--- config.mk ---
export PLATFORM = sky130hd
export DESIGN_NAME = gf2_dot_unit
export DESIGN_NICKNAME = d
export VERILOG_FILES = /design/src/rtl/gf2_dot_pkg.sv /design/src/rtl/gf2_mul_cell.sv /design/src/rtl/gf2_par6_cell.sv /design/src/rtl/gf2_dot_ctrl.sv /design/src/rtl/gf2_dot_dpath.sv /design/src/rtl/gf2_dot_unit.sv
export SDC_FILE = /design/constraint.sdc
export NUM_CORES = 1
export LEC_CHECK = 0
export CAP_MARGIN = 25
export CORE_MARGIN = 1
export CORE_UTILIZATION = 39
export DETAILED_ROUTE_END_ITERATION = 8
export PLACE_DENSITY = 0.88
export REMOVE_ABC_BUFFERS = 1
export SYNTH_ARGS = -nofsm -noshare
export SYNTH_HDL_FRONTEND = slang
export SYNTH_SLANG_ARGS = --single-unit
--- constraint.sdc ---
create_clock -name clk -period 3.2 [get_ports clk]
set_input_delay 0.64 -clock clk [delete_from_list [all_inputs] [get_ports clk]]
set_output_delay 0.64 -clock clk [all_outputs]
set_load 0.005 [all_outputs]
--- src/rtl/gf2_dot_pkg.sv ---
package gf2_dot_pkg;

  localparam int MAX_LEVELS = 8;

  typedef struct packed {
    logic                  capture;
    logic [MAX_LEVELS-1:0] levelLoad;
  } dotStrobes_t;

  // Number of values left after lvl rounds of six-to-one reduction
  function automatic int levelWidth(input int n, input int lvl);
    int c;
    c = n;
    for (int i = 0; i < lvl; i++) c = (c + 5) / 6;
    return c;
  endfunction

  function automatic int treeLevels(input int n);
    int c;
    int l;
    c = n;
    l = 0;
    while (c > 1) begin
      c = (c + 5) / 6;
      l++;
    end
    return l;
  endfunction

endpackage

--- src/rtl/gf2_mul_cell.sv ---
module gf2_mul_cell (
  input  logic [2:0] aTrip,
  input  logic [2:0] bTrip,
  output logic       prodBit
);
  assign prodBit = ^(aTrip & bTrip);
endmodule

--- src/rtl/gf2_par6_cell.sv ---
module gf2_par6_cell (
  input  logic [5:0] inBits,
  output logic       parBit
);
  assign parBit = ^inBits;
endmodule

--- src/rtl/gf2_dot_ctrl.sv ---
module gf2_dot_ctrl
  import gf2_dot_pkg::*;
#(
  parameter int NLEV = 2,
  localparam int LAT = NLEV + 1
) (
  input  logic        clk,
  input  logic        rstN,
  input  logic        validIn,
  output dotStrobes_t stb,
  output logic        validOut
);
  logic [LAT-1:0] validPipe;

  always_ff @(posedge clk or negedge rstN) begin
    if (!rstN) begin
      validPipe <= '0;
    end else begin
      validPipe[0] <= validIn;
      for (int s = 1; s < LAT; s++) validPipe[s] <= validPipe[s-1];
    end
  end

  always_comb begin
    stb.capture   = validIn;
    stb.levelLoad = '0;
    for (int l = 0; l < NLEV; l++) stb.levelLoad[l] = validPipe[l];
  end

  assign validOut = validPipe[LAT-1];


  valid_delay_chk: assert property (@(posedge clk) disable iff (!rstN)
    validOut |-> $past(validIn, LAT));

endmodule

--- src/rtl/gf2_dot_dpath.sv ---
module gf2_dot_dpath
  import gf2_dot_pkg::*;
#(
  parameter int VEC_W = 96,
  localparam int NCELL = VEC_W / 3,
  localparam int NLEV  = treeLevels(NCELL)
) (
  input  logic             clk,
  input  logic             rstN,
  input  dotStrobes_t      stb,
  input  logic [VEC_W-1:0] aVec,
  input  logic [VEC_W-1:0] bVec,
  output logic             resultBit
);
  logic [NCELL-1:0] cellOut;
  logic [NCELL-1:0] prodQ;
  logic             lastLoad;

  for (genvar c = 0; c < NCELL; c++) begin : g_cell
    gf2_mul_cell i_cell (
      .aTrip  (aVec[3*c +: 3]),
      .bTrip  (bVec[3*c +: 3]),
      .prodBit(cellOut[c])
    );
  end

  always_ff @(posedge clk or negedge rstN) begin
    if (!rstN)            prodQ <= '0;
    else if (stb.capture) prodQ <= cellOut;
  end

  for (genvar lvl = 0; lvl < NLEV; lvl++) begin : g_lvl
    localparam int IN_W  = levelWidth(NCELL, lvl);
    localparam int OUT_W = levelWidth(NCELL, lvl + 1);
    logic [IN_W-1:0]    levelIn;
    logic [6*OUT_W-1:0] padded;
    logic [OUT_W-1:0]   sums;
    logic [OUT_W-1:0]   levelQ;

    if (lvl == 0) begin : g_first
      assign levelIn = prodQ;
    end else begin : g_next
      assign levelIn = g_lvl[lvl-1].levelQ;
    end

    assign padded = (6*OUT_W)'(levelIn);

    for (genvar o = 0; o < OUT_W; o++) begin : g_par
      gf2_par6_cell i_par (
        .inBits(padded[6*o +: 6]),
        .parBit(sums[o])
      );
    end

    always_ff @(posedge clk or negedge rstN) begin
      if (!rstN)                   levelQ <= '0;
      else if (stb.levelLoad[lvl]) levelQ <= sums;
    end
  end

  if (NLEV == 0) begin : g_noTree
    assign resultBit = prodQ[0];
    assign lastLoad  = stb.capture;
  end else begin : g_tree
    assign resultBit = g_lvl[NLEV-1].levelQ[0];
    assign lastLoad  = stb.levelLoad[NLEV-1];
  end


  prod_parity_chk: assert property (@(posedge clk) disable iff (!rstN)
    stb.capture |=> (^prodQ) == $past(^(aVec & bVec)));


  result_hold_chk: assert property (@(posedge clk) disable iff (!rstN)
    !lastLoad |=> $stable(resultBit));

endmodule

--- src/rtl/gf2_dot_unit.sv ---
module gf2_dot_unit
  import gf2_dot_pkg::*;
#(
  parameter int VEC_W = 96
) (
  input  logic             clk,
  input  logic             rstN,
  input  logic             validIn,
  input  logic [VEC_W-1:0] aVec,
  input  logic [VEC_W-1:0] bVec,
  output logic             validOut,
  output logic             resultBit
);
  localparam int NCELL = VEC_W / 3;
  localparam int NLEV  = treeLevels(NCELL);
  localparam int LAT   = NLEV + 1;

  if (VEC_W % 3 != 0 || NLEV > MAX_LEVELS) begin : g_badWidth
    $error("gf2_dot_unit: VEC_W must be a multiple of 3 within tree depth limit");
  end

  dotStrobes_t stb;

  gf2_dot_ctrl #(.NLEV(NLEV)) i_ctrl (
    .clk     (clk),
    .rstN    (rstN),
    .validIn (validIn),
    .stb     (stb),
    .validOut(validOut)
  );

  gf2_dot_dpath #(.VEC_W(VEC_W)) i_dpath (
    .clk      (clk),
    .rstN     (rstN),
    .stb      (stb),
    .aVec     (aVec),
    .bVec     (bVec),
    .resultBit(resultBit)
  );


  result_value_chk: assert property (@(posedge clk) disable iff (!rstN)
    validOut |-> resultBit == $past(^(aVec & bVec), LAT));

endmodule

==> flow_metrics.env <==
export IMPL_core_area_um2=6940
export IMPL_cp_max_fo=2
export IMPL_slowest_delay_ns=0.53
export IMPL_worst_path_buf_inv=1
export IMPL_end_kind="primary output"
export IMPL_start_kind="flip-flop"
export IMPL_numCtsBuffers=5
export IMPL_die_area_um2=7730
export IMPL_gr_total_overflow=0
export IMPL_grt_use_total_pct=19.0
export IMPL_netlist_area_um2=2880
export IMPL_postCtsSetupRepairBufs=0
export IMPL_cap_violations=0
export IMPL_ys_seq_area_share_pct=36.5
export IMPL_yosys_area_top_type_share_pct=36.5
export IMPL_cts_root_buf="clkbuf_8"
export IMPL_antennaDiodeCount=0
export IMPL_finalSetupTns_ns=0
export IMPL_tightest_slew_ns=0.918
export IMPL_antenna_found_initial=0
export IMPL_met2_usage_pct=38.6
export IMPL_layout_drive_gt1_share_pct=9.03
export IMPL_num_rows=30
export IMPL_clk_latency_ns=0.28
export IMPL_layout_common_cells="194 x clkdlybuf4s50_1, 96 x nand2_1, 42 x dfrtp_1"
export IMPL_grt_pass1_wl_um=11300
export IMPL_finalCriticalPeriod_ns=1.81
export IMPL_tritoncts="yes"
export IMPL_ys_seq_elements=42
export IMPL_netlist_top_cells_area="dfrtp_1 37%, xnor3_1 30%, mux2_2 13%"
export IMPL_drv_slew=0
export IMPL_ioPinCount=197
export IMPL_postCtsResizedCells=0
export IMPL_ant_nets=0
export IMPL_irDropWorstVdd_mv=0.258
export IMPL_final_common_cell="clkdlybuf4s50_1"
export IMPL_routed_wl_um=7140
export IMPL_busiest_layer="met2"
export IMPL_crit_family="buffers and inverters"
export IMPL_drc=0
export IMPL_hold_viol=0
export IMPL_finalSetupViolations=0
export IMPL_cts_sinks=42
export IMPL_drtIter0Drc=41
export IMPL_cpMaxStageDelayCell="clkdlybuf4s50_1"
export IMPL_grt_pass1_vias=2766
export IMPL_pwr_density_cell_nw_per_um2=386
export IMPL_crit_chain="clkdlybuf4s50_1"
export IMPL_syn2layout_area_growth_pct=74.1
export IMPL_start_util_pct=41.4
export IMPL_synth_warning_count=0
export IMPL_via_count=2499
export IMPL_yosys_area_top_type="dfrtp_1"
export IMPL_clk_pin_slew_worst_paths_ns=0.07
export IMPL_cts_max_path_buffers=2
export IMPL_max_slew_margin_rel_pct=38.8
export IMPL_p_leak_uw=0.00241
export IMPL_setup_ws_ns=1.39
export IMPL_place_congestion=0.700
export IMPL_vias_per_cell=4.64
export IMPL_yosysUniqueCellTypes=10
export IMPL_die_h_um=87.9
export IMPL_met3_usage_pct=5.09
export IMPL_nets=639
export IMPL_rsz0062_at_grt="false"
export IMPL_status="completed"
export IMPL_grt_max_degree=43
export IMPL_fin_crit_sh_pct=56.5
export IMPL_min_path_type="reg2reg"
export IMPL_post_drt_wl_per_cell_um=13.2
export IMPL_cts_hold_fix_buffers=0
export IMPL_port_buffers=196
export IMPL_dp_worst_setup_slack_ns=1.27
export IMPL_syn_inst=246
export IMPL_cp_arrival_ns=1.17
export IMPL_fin_skew_ns=0.00349
export IMPL_syn_area_per_cell_um2=11.7
export IMPL_die_x_um=87.9
export IMPL_cts_htree_levels=2
export IMPL_required_ns=2.56
export IMPL_grt_use_met1_pct=18.1
export IMPL_firstDrtPassIters=4
export IMPL_clock_fmax_mhz=553
export IMPL_dp_hpwl_um=6110
export IMPL_path_class="reg2out"
-- metal layers --
| metal | vias to the layer above | share of wire [%] |
|---|---|---|
| li1 | 1210 | - |
| met1 | 1154 | 34 |
| met2 | 120 | 55 |
| met3 | 15 | 9.6 |
| met4 | 0 | 1.9 |
| met5 | - | 0 |
-- sequential cells by signal, indices dropped and copies added (netlist names) --
register	count
i_dpath.resultBit	1
i_ctrl.validPipe	3
i_dpath.g_lvl.levelIn	32
i_dpath.g_lvl.levelQ	6
-- area by class of cell --
cell class | instances | area, um^2
multi-input combinational | 199 | 1800
sequential | 42 | 1050
clock buffer | 6 | 82.6
fill | 504 | 1930
tap | 96 | 120
timing repair buffer | 196 | 1950
-- cell usage after synthesis --
library cell,n
xnor2_1,13
nor2_1,7
xor2_1,6
buf_2,3
clkbuf_1,2
a21oi_1,7
dfrtp_1,42
xnor3_1,38
nand2_1,96
mux2_2,32
-- stage by stage --
stage          cell area (um^2)  utilization [%]  hold slack (ns)  total power (uW)  cells
6_report                   5010             72.1            0.409              1930    539
2_1_floorplan              2860                -            0.344              1270    241
3_3_place_gp               4930             71.0            0.383              1590    533
4_1_cts                    5010             72.1            0.415              1960    539
5_1_grt                    5010             72.1            0.426              2060    539
3_5_place_dp               4930             71.0            0.397              1620    533
-- power by group --
part           internal, uW  switching (uW)  leakage, uW
Combinational           638             221      0.00187
Clock                   166             164    0.0000431
Sequential              658            86.6     0.000497
-- worst register-to-register path, cell delays in order (launching register included) --
cell and delay (ns):
dfrtp_1 0.40, xor2_1 0.18, xnor3_1 0.42, a21oi_1 0.14
-- final timing paths --
| check | startpoint | to | slack [ns] | depth (start not counted) |
|---|---|---|---|---|
| worst max-delay path | i_dpath.resultBit$_DFFE_PN0P_ | resultBit | 1.39 | 1 |
| min in group asynchronous | rstN | i_dpath.g_lvl[0].levelIn[17]$_DFFE_PN0P_ | 0.48 | 1 |
| worst min register to register | i_ctrl.validPipe[1]$_DFF_PN0_ | i_ctrl.validPipe[2]$_DFF_PN0_ | 0.41 | 0 |
| max in group asynchronous | rstN | i_dpath.g_lvl[0].levelQ[3]$_DFFE_PN0P_ | 2.14 | 1 |
| worst max register to register | i_dpath.g_lvl[0].levelIn[25]$_DFFE_PN0P_ | i_dpath.g_lvl[0].levelQ[4]$_DFFE_PN0P_ | 1.99 | 3 |
| worst min-delay path | i_ctrl.validPipe[1]$_DFF_PN0_ | i_ctrl.validPipe[2]$_DFF_PN0_ | 0.41 | 0 |
-- cell families after synthesis --
logic type / share of synthesized area (%)
muxes: 12.5
xor gates and xnor gates: 35.5
buffers and inverters: 0.783
AOI/OAI and AO/OA: 1.22
and+or+nand+nor: 13.4
DFF: 36.5
(Power assumes the default switching activity.)
